<file path="src/rtl/isc_pkg.sv">
package isc_pkg;
    localparam int BUS_W       = 32;
    // word index inside a register group (addr[3:2])
    localparam int W_STATUS    = 0;
    localparam int W_MASK      = 1;
    localparam int W_CLEAR     = 2;
    localparam int W_SET       = 3;
    // word index inside the control group 0
    localparam int W_STROBE    = 1;
    localparam int W_CMD       = 2;
    // command register bit positions
    localparam int CMD_CLR_BIT = 0;
    localparam int CMD_SET_BIT = 4;

    typedef struct packed {
        logic wr_mask;
        logic wr_clr;
        logic wr_set;
    } grp_wr_t;
endpackage

</file>
<file path="src/rtl/isc_group.sv">
module isc_group
    import isc_pkg::*;
#(
    parameter int STAT_W = 8
) (
    input  logic              clk,
    input  logic              rst_n,
    input  grp_wr_t           wr,
    input  logic [STAT_W-1:0] wdata,
    input  logic              cmd_clr,
    input  logic              cmd_set,
    input  logic [STAT_W-1:0] evt,
    output logic [STAT_W-1:0] status_o,
    output logic [STAT_W-1:0] mask_o,
    output logic [STAT_W-1:0] clr_o,
    output logic [STAT_W-1:0] set_o
);
    typedef struct packed {
        logic [STAT_W-1:0] status;
        logic [STAT_W-1:0] mask;
        logic [STAT_W-1:0] sclr;
        logic [STAT_W-1:0] sset;
    } grp_st_t;

    grp_st_t st_d, st_q;

    always_comb begin
        st_d = st_q;
        // clear first, then set, then hardware events on top
        st_d.status = (st_q.status & ~(cmd_clr ? st_q.sclr : '0))
                    | (cmd_set ? st_q.sset : '0)
                    | evt;
        if (cmd_clr)    st_d.sclr = '0;
        if (cmd_set)    st_d.sset = '0;
        if (wr.wr_mask) st_d.mask = wdata;
        if (wr.wr_clr)  st_d.sclr = wdata;
        if (wr.wr_set)  st_d.sset = wdata;
    end

    always_ff @(posedge clk or negedge rst_n) begin
        if (!rst_n) st_q <= '0;
        else        st_q <= st_d;
    end

    assign status_o = st_q.status;
    assign mask_o   = st_q.mask;
    assign clr_o    = st_q.sclr;
    assign set_o    = st_q.sset;

    p_evt_sets_r4: assert property (@(posedge clk) disable iff (!rst_n)
        (evt != '0) |=> ((status_o & $past(evt)) == $past(evt)));

    p_no_spurious_r4: assert property (@(posedge clk) disable iff (!rst_n)
        (!cmd_set && evt == '0) |=> ((status_o & ~$past(status_o)) == '0));

    p_sticky_r5: assert property (@(posedge clk) disable iff (!rst_n)
        !cmd_clr |=> (($past(status_o) & ~status_o) == '0));

    p_clr_drained_r5: assert property (@(posedge clk) disable iff (!rst_n)
        (cmd_clr && !wr.wr_clr) |=> (clr_o == '0));

    p_set_commit_r6: assert property (@(posedge clk) disable iff (!rst_n)
        cmd_set |=> ((status_o & $past(set_o)) == $past(set_o)));

    p_evt_beats_clr_r8: assert property (@(posedge clk) disable iff (!rst_n)
        (cmd_clr && (evt & clr_o) != '0)
        |=> ((status_o & $past(evt & clr_o)) == $past(evt & clr_o)));
endmodule

</file>
<file path="src/rtl/isc_rst_seq.sv">
module isc_rst_seq #(
    parameter int RST_CYCLES = 16
) (
    input  logic clk,
    input  logic rst_n,
    input  logic start,
    output logic busy_o,
    output logic done_o
);
    localparam int CNT_W = $clog2(RST_CYCLES + 1);

    typedef struct packed {
        logic             busy;
        logic [CNT_W-1:0] cnt;
    } seq_st_t;

    seq_st_t st_d, st_q;

    always_comb begin
        st_d   = st_q;
        done_o = st_q.busy && (st_q.cnt == '0);
        if (!st_q.busy) begin
            if (start) begin
                st_d.busy = 1'b1;
                st_d.cnt  = CNT_W'(RST_CYCLES - 1);
            end
        end else if (st_q.cnt == '0) begin
            st_d.busy = 1'b0;
        end else begin
            st_d.cnt = st_q.cnt - 1'b1;
        end
    end

    always_ff @(posedge clk or negedge rst_n) begin
        if (!rst_n) st_q <= '0;
        else        st_q <= st_d;
    end

    assign busy_o = st_q.busy;

    p_done_ends_busy_r10: assert property (@(posedge clk) disable iff (!rst_n)
        done_o |=> !busy_o);

    p_count_down_r10: assert property (@(posedge clk) disable iff (!rst_n)
        (busy_o && st_q.cnt != '0) |=> (busy_o && st_q.cnt == $past(st_q.cnt) - 1'b1));

    p_no_restart_r11: assert property (@(posedge clk) disable iff (!rst_n)
        (busy_o && start && st_q.cnt != '0) |=> (st_q.cnt != CNT_W'(RST_CYCLES - 1)));
endmodule

</file>
<file path="src/rtl/isc_top.sv">
module isc_top
    import isc_pkg::*;
#(
    parameter int NUM_CHAN   = 2,
    parameter int STAT_W     = 8,
    parameter int ADDR_W     = 8,
    parameter int RST_CYCLES = 16
) (
    input  logic                         clk,
    input  logic                         rst_n,
    input  logic                         wr_en,
    input  logic [ADDR_W-1:0]            addr,
    input  logic [31:0]                  wdata,
    output logic [31:0]                  rdata,
    input  logic [STAT_W-2:0]            top_evt_i,
    input  logic [STAT_W-1:0]            rx_evt_i,
    input  logic [NUM_CHAN*STAT_W-1:0]   chan_evt_i,
    output logic                         irq_o
);
    localparam int NG     = NUM_CHAN + 2;
    localparam int GSEL_W = ADDR_W - 4;

    logic [GSEL_W-1:0] gsel;
    logic [1:0]        word;
    logic              aligned;
    logic              cmd_clr, cmd_set, strobe;
    logic              busy, done;

    grp_wr_t           wr_v   [NG];
    logic [STAT_W-1:0] evt_v  [NG];
    logic [STAT_W-1:0] stat_v [NG];
    logic [STAT_W-1:0] mask_v [NG];
    logic [STAT_W-1:0] clr_v  [NG];
    logic [STAT_W-1:0] set_v  [NG];

    logic irq_d, irq_q;

    assign gsel    = addr[ADDR_W-1:4];
    assign word    = addr[3:2];
    assign aligned = (addr[1:0] == 2'b00);

    // control group decode
    always_comb begin
        cmd_clr = 1'b0;
        cmd_set = 1'b0;
        strobe  = 1'b0;
        if (wr_en && aligned && gsel == '0) begin
            if (word == 2'(W_CMD)) begin
                cmd_clr = wdata[CMD_CLR_BIT];
                cmd_set = wdata[CMD_SET_BIT];
            end
            if (word == 2'(W_STROBE)) strobe = (wdata != '0);
        end
    end

    // per-group write decode
    always_comb begin
        for (int k = 0; k < NG; k++) begin
            wr_v[k] = '0;
            if (wr_en && aligned && gsel == GSEL_W'(k + 1)) begin
                wr_v[k].wr_mask = (word == 2'(W_MASK));
                wr_v[k].wr_clr  = (word == 2'(W_CLEAR));
                wr_v[k].wr_set  = (word == 2'(W_SET));
            end
        end
    end

    // event routing; external events are blocked while the internal reset runs
    always_comb begin
        evt_v[0] = {top_evt_i & {(STAT_W-1){~busy}}, done};
        evt_v[1] = rx_evt_i & {STAT_W{~busy}};
        for (int n = 0; n < NUM_CHAN; n++)
            evt_v[n + 2] = chan_evt_i[n*STAT_W +: STAT_W] & {STAT_W{~busy}};
    end

    isc_rst_seq #(.RST_CYCLES(RST_CYCLES)) u_rst_seq (
        .clk    (clk),
        .rst_n  (rst_n),
        .start  (strobe),
        .busy_o (busy),
        .done_o (done)
    );

    for (genvar g = 0; g < NG; g++) begin : g_grp
        isc_group #(.STAT_W(STAT_W)) u_grp (
            .clk      (clk),
            .rst_n    (rst_n),
            .wr       (wr_v[g]),
            .wdata    (wdata[STAT_W-1:0]),
            .cmd_clr  (cmd_clr),
            .cmd_set  (cmd_set),
            .evt      (evt_v[g]),
            .status_o (stat_v[g]),
            .mask_o   (mask_v[g]),
            .clr_o    (clr_v[g]),
            .set_o    (set_v[g])
        );
    end

    // read mux
    always_comb begin
        rdata = '0;
        for (int k = 0; k < NG; k++) begin
            if (aligned && gsel == GSEL_W'(k + 1)) begin
                case (word)
                    2'(W_STATUS): rdata = BUS_W'(stat_v[k]);
                    2'(W_MASK):   rdata = BUS_W'(mask_v[k]);
                    2'(W_CLEAR):  rdata = BUS_W'(clr_v[k]);
                    default:      rdata = BUS_W'(set_v[k]);
                endcase
            end
        end
    end

    // combined interrupt
    always_comb begin
        irq_d = 1'b0;
        for (int k = 0; k < NG; k++)
            irq_d = irq_d | (|(stat_v[k] & mask_v[k]));
    end

    always_ff @(posedge clk or negedge rst_n) begin
        if (!rst_n) irq_q <= 1'b0;
        else        irq_q <= irq_d;
    end

    assign irq_o = irq_q;

    p_busy_blocks_rx_r11: assert property (@(posedge clk) disable iff (!rst_n)
        (busy && !cmd_set) |=> ((stat_v[1] & ~$past(stat_v[1])) == '0));

    p_strobe_keeps_mask_r10: assert property (@(posedge clk) disable iff (!rst_n)
        (strobe && !wr_v[1].wr_mask) |=> (mask_v[1] == $past(mask_v[1])));
endmodule

</file>
<file path="config.mk">
export PLATFORM = sky130hd
export DESIGN_NAME = isc_top
export DESIGN_NICKNAME = d
export VERILOG_FILES = /design/src/rtl/isc_pkg.sv /design/src/rtl/isc_group.sv /design/src/rtl/isc_rst_seq.sv /design/src/rtl/isc_top.sv
export SDC_FILE = /design/constraint.sdc
export NUM_CORES = 1
export LEC_CHECK = 0
export BUFFER_PORTS_ARGS = -buffer_cell sky130_fd_sc_hd__buf_2
export CORE_MARGIN = 3
export CORE_UTILIZATION = 28
export DETAILED_ROUTE_END_ITERATION = 12
export PLACE_DENSITY_LB_ADDON = 0.3
export SLEW_MARGIN = 20
export SYNTH_ARGS = -nofsm -noshare
export SYNTH_HDL_FRONTEND = slang
export SYNTH_HIERARCHICAL = 1
export SYNTH_SLANG_ARGS = --single-unit
</file>
<file path="constraint.sdc">
create_clock -name clk -period 1.7 [get_ports clk]
set_clock_uncertainty 0.05 [all_clocks]
set_input_delay 0.17 -clock clk [delete_from_list [all_inputs] [get_ports clk]]
set_output_delay 0.17 -clock clk [all_outputs]
set_load 0.005 [all_outputs]
</file>
# Word level (Yosys, flattened, before mapping)
# Cells that the tools add are included.
# Widths: inputs -> output; s select.
# totals
register_bits	135
input_bits	74
output_inout_bits	33
wordCells	126
# classes
addsub	1
n_eq_ne	8
n_mux	40
bitwise	28
n_reduce_logical	30
# op_table
op	n
$mux 8	19
$mux 32	3
$pmux 8 s3	4
$and 8x8->8	11
$or 8x8->8	8
$not 8->8	4
$reduce_bool 32->1	1
$reduce_or 8->1	4
$reduce_bool 2->1	9
$mux 3	4
$mux 6	2
$logic_and 1x1->1	11
$eq 4x2->1 const B	2
$and 7x7->7	1
$mux 1	7
$logic_not 5->1	1
$mux 5	1
$sub 5x1->5 const B	1
$eq 2x2->1 const B	2
$eq 4x1->1 const B	1
$eq 4x3->1 const B	1
$logic_not 2->1	2
$logic_not 4->1	1
$or 1x1->1	3
4 further kinds	4

# Longest topological paths before layout
# logic_depth
depth_word	9
ltp_mapped	8

# By module
# Netlist, hierarchy kept.
# modules_own_cells
module	instances	cells_per_inst	area_per_inst_um2	seq_area_each_um2
isc_group	4	79	1191.1	800.8
isc_top	1	210	1903.1	25.0
isc_rst_seq	1	31	334.1	150.1

# Worst setup path before layout
# No wires, ideal clock.
# synth_timing
path_type	input -> register
startpoint	input addr[2]
endpoint	register g_grp[0].u_grp.st_q, in the netlist g_grp[0].u_grp/status_o[0]
arrival_time_ns	1.713
required_ns	1.524
setup_slack_ns	-0.189
path_stages	8
path_buffers	3
path_cell_list	buf_4 buf_6 nand3b_1 nor4b_1 and2_1 buf_4 nand2_1 a221o_1
# synth_lines
item	line	source
from (decl)	isc_top.sv:12	input logic [ADDR_W-1:0] addr,
to (signal assigned)	isc_group.sv:42	else st_q <= st_d;
to (decl)	isc_group.sv:25	grp_st_t st_d, st_q;

# Worst setup path in the final report
# layout_timing
startpoint	register g_grp[0].u_grp.st_q, in the netlist g_grp[0].u_grp/set_o[5]
endpoint	output rdata[5]
# layout_between
elab_chain_cells	5
# layout_lines
item	line	source
$pmux 8 s3	isc_top.sv:105	case (word)
$mux 8	isc_top.sv:104	if (aligned && gsel == GSEL_W'(k + 1)) begin
$mux 32 (3 in a row)	isc_top.sv:104	
to (decl)	isc_top.sv:14	output logic [31:0] rdata,
# No other way between the ends.

==> reports/summary.log <==
qor: run_status.run_status finished with violations
qor: run_status.violations_in_the_final_reports negative setup slack
qor: worst_setup_path.critical_path_required 1.48 ns
qor: logic_synthesis.netlist_instances 557
qor: sta.achievable-frequency 492 MHz
qor: routing.vias 5766
qor: die.fp-row-count 57
qor: worst_setup_path.arrival 1.81 ns
qor: power_and_ir_drop.fin_total_pwr 8.81 mW
qor: logic_synthesis.synth_top_cells_by_area dfrtp_1 48%, mux4_2 10%, a22o_1 8.0%
qor: power_and_ir_drop.power.static_leakage 4.16 nW
qor: routing.via_per_inst 5.25
qor: routing.antenna_violating_nets_post_route 0
qor: clock_network.tritoncts done
qor: logic_synthesis.synthesis.area 7000 um2
qor: logic_synthesis.asr_flop_ratio_synth 100%
qor: layout.n_antenna_cell 0
qor: layout.layout.core_utilization 39.0%
qor: placement.placed_instances 1015
qor: placement.place.port_buffers 82
qor: sta.slew_viol_final 0
qor: clock_network.cts_max_level 4
qor: sta.timing.final.crit_period 2.03 ns
qor: logic_synthesis.synth-warning-count 6
qor: power_and_ir_drop.worst_ir_drop_vdd 0.701 mV
qor: clock_network.cts_root_buffer clkbuf_16
qor: grt.wire_length_of_the_first_global_routing_pass 35500 um
qor: grt.globalRouteTotalUtil 17.7%
qor: layout.finalNonFillerCells 1099
qor: clock_network.cts.sinks 135
qor: logic_synthesis.synth_flop_cell dfrtp_1
qor: worst_setup_path.cp-start-kind flop
qor: routing.drt-wirelength-per-cell 21.2 um
qor: logic_synthesis.yosys.area.top_type dfrtp_1
qor: sta.setup_violations 8
qor: grt.grt_overflow 0
qor: routing.drc 0
qor: die.core_area 24500 um2
qor: clock_network.cts_max_path_buffers 2
qor: placement.dpl.hpwl 17000 um
qor: grt.antenna_violations_before_repair 0
qor: placement.final_estimated_routing_congestion_in_global_placement 0.897
qor: clock_network.insertion_delay 0.42 ns
qor: sta.post-route-worst-setup-slack -0.331 ns
qor: layout.drive_gt1_share 48.6%
qor: logic_synthesis.synth_seq_area_share 48.2%
qor: worst_setup_path.timing.critical_path.fanout_max 3
qor: routing.firstDrtPassIters 5
qor: worst_setup_path.critical_path.endpoint_type output port
qor: grt.first_global_vias 5731
qor: clock_network.cts_inserted_buffers 17
qor: hold_path.holdCritPathClass input port to flop
qor: sta.hold_violations 0
qor: die.starting_density_of_the_core 28.6%
qor: layout.syn_to_final_growth 36.3%
qor: die.io_pins 107
qor: flow_run.timing.max_cap.violations 0
qor: logic_synthesis.yosysTopAreaCellShare 48.2%
qor: routing.detail_route.wirelength 23300 um
qor: sta.finalCritPeriodShare 119%
qor: logic_synthesis.synth_cell_type_count 40
qor: logic_synthesis.synth_seq_cells 135
qor: logic_synthesis.syn_area_per_cell 12.6 um2
qor: die.design.die.area 26900 um2
qor: grt.grt_start_max_net_pins 50
qor: die.chipHeight 164 um
qor: layout.finish.net_count 839
qor: power_and_ir_drop.power_density 923 nW/um2
qor: routing.detailedRoute.firstIterationViolations 506
qor: logic_synthesis.synth_enable_flop_cells 0
qor: clock_network.cts.reportedPaths.clkPinSlew 0.06 ns
qor: die.die_w 164 um
qor: worst_setup_path.type_of_the_worst_setup_path flop to output port
qor: sta.rsz0062_at_grt true
## synthesized netlist by cell type, types with 2 or more instances
library cell  number
mux4_2            32
a221o_1           32
o31ai_1            2
buf_4             29
nor2b_1           34
nor4_1            10
inv_1              3
clkbuf_1           7
nor4b_1            2
ha_1               2
nor2_4             8
nand2_1           38
and2_1             3
nand3b_1           2
buf_2             24
a22oi_1           16
nor3_1             9
dfrtp_1          135
nand3_1           26
nand4_1            6
nor2_1            14
a41oi_1            2
a22o_1            64
mux2_2            32
a41oi_2            7
buf_6              4
## cell type report
| cell class | count | area (um2) |
|---|---|---|
| well taps | 324 | 405 |
| inverters | 3 | 11.3 |
| flip-flops and latches | 135 | 3380 |
| repair buffers | 228 | 1640 |
| fillers | 2335 | 14900 |
| clock buffers | 24 | 502 |
| clock inverters | 7 | 92.6 |
| multi-input cells | 378 | 3510 |
## report_power, final
group	total (mW)	internal [mW]	switching, mW
sequential	3.57	3.41	0.162
combinational	1.53	0.721	0.814
clock	3.70	2.34	1.36
total	8.81	6.47	2.33
## repair_timing
action,CTS,global route
hold endpoints to repair,86,0
pin swaps,14,13
hold buffers,1,0
gates resized for setup,27,14
cloned,0,0
setup endpoints to repair,8,11
buffers inserted,30,22
## metrics by stage
| stage | hold WS (ns) | area, um2 | setup TNS (ns) | worst slack (ns) |
|---|---|---|---|---|
| after floorplan | -0.176 | 7160 | -6.17 | -0.0974 |
| after global placement | 0.0741 | 8340 | -13.52 | -0.217 |
| after detailed placement | 0.0688 | 8340 | -13.73 | -0.219 |
| after CTS | 0.0101 | 9310 | -2.21 | -0.351 |
| after global routing | 0.0378 | 9540 | -2.41 | -0.385 |
| final | 0.0214 | 9540 | -2.04 | -0.331 |
## sequential cells by signal, summed over array words and instances, names as in the netlist
| signal | cells |
|---|---|
| g_grp.u_grp/clr_o | 32 |
| u_rst_seq/st_q | 5 |
| g_grp.u_grp/status_o | 32 |
| irq_o | 1 |
| g_grp.u_grp/set_o | 32 |
| u_rst_seq/busy_o | 1 |
| g_grp.u_grp/mask_o | 32 |
## cell families after synthesis
family	after synthesis	share of synthesized area (%)
AO/OA/AOI/OAI	127	16.9
adder cells (fa/ha/maj)	2	0.357
buffers and inverters	67	6.00
flip-flops	135	48.2
multiplexers	65	15.6
other	1	0.0536
AND/OR/NAND/NOR	160	12.8
## worst paths after layout
| path | from | to | slack [ns] | depth (start not counted) |
|---|---|---|---|---|
| max reg2reg | g_grp[3].u_grp/status_o[5] | irq_o | 0.02 | 3 |
| max in group asynchronous | rst_n | g_grp[1].u_grp/mask_o[7] | 0.82 | 3 |
| min | chan_evt_i[8] | g_grp[3].u_grp/status_o[0] | 0.02 | 3 |
| min reg2reg | u_rst_seq/st_q[4] | u_rst_seq/st_q[4] | 0.47 | 1 |
| min in group asynchronous | rst_n | g_grp[3].u_grp/set_o[7] | 0.18 | 2 |
| max | g_grp[0].u_grp/set_o[5] | rdata[5] | -0.33 | 4 |
## per-layer routing
layer	track usage, %	vias up	wire length, um
li1	-	2534	-
met3	4.06	38	1760
met4	6.42	0	598
met1	24.2	2927	10100
met5	0	-	0
met2	27.6	267	10900
## cells in the final DEF, fill, tap and decap left out, drive strengths merged, types with 2 or more instances in the layout
master | netlist | routed
mux4 | 32 | 32
nor3 | 9 | 9
nor2 | 22 | 22
nor4b | 2 | 2
ha | 2 | 2
inv | 3 | 3
dfrtp | 135 | 135
conb | 1 | 24
nand3 | 26 | 26
nand4 | 6 | 6
a22oi | 16 | 16
a221o | 32 | 32
clkinv | 0 | 2
nor4 | 10 | 10
a41oi | 9 | 9
nor2b | 34 | 34
clkbuf | 7 | 24
and2 | 3 | 3
nand2 | 38 | 38
buf | 57 | 227
mux2 | 32 | 32
nand3b | 2 | 2
a22o | 64 | 64
o31ai | 2 | 2
clkinvlp | 0 | 3
bufinv | 0 | 2
## worst max-delay path, stage by stage, from the launching register on
cell and delay, ns:
dfrtp_1 0.41, mux4_2 0.51, nand3_1 0.18, a41oi_2 0.14
buf_2 0.15
Note: power is estimated with default switching activity, not from simulation.
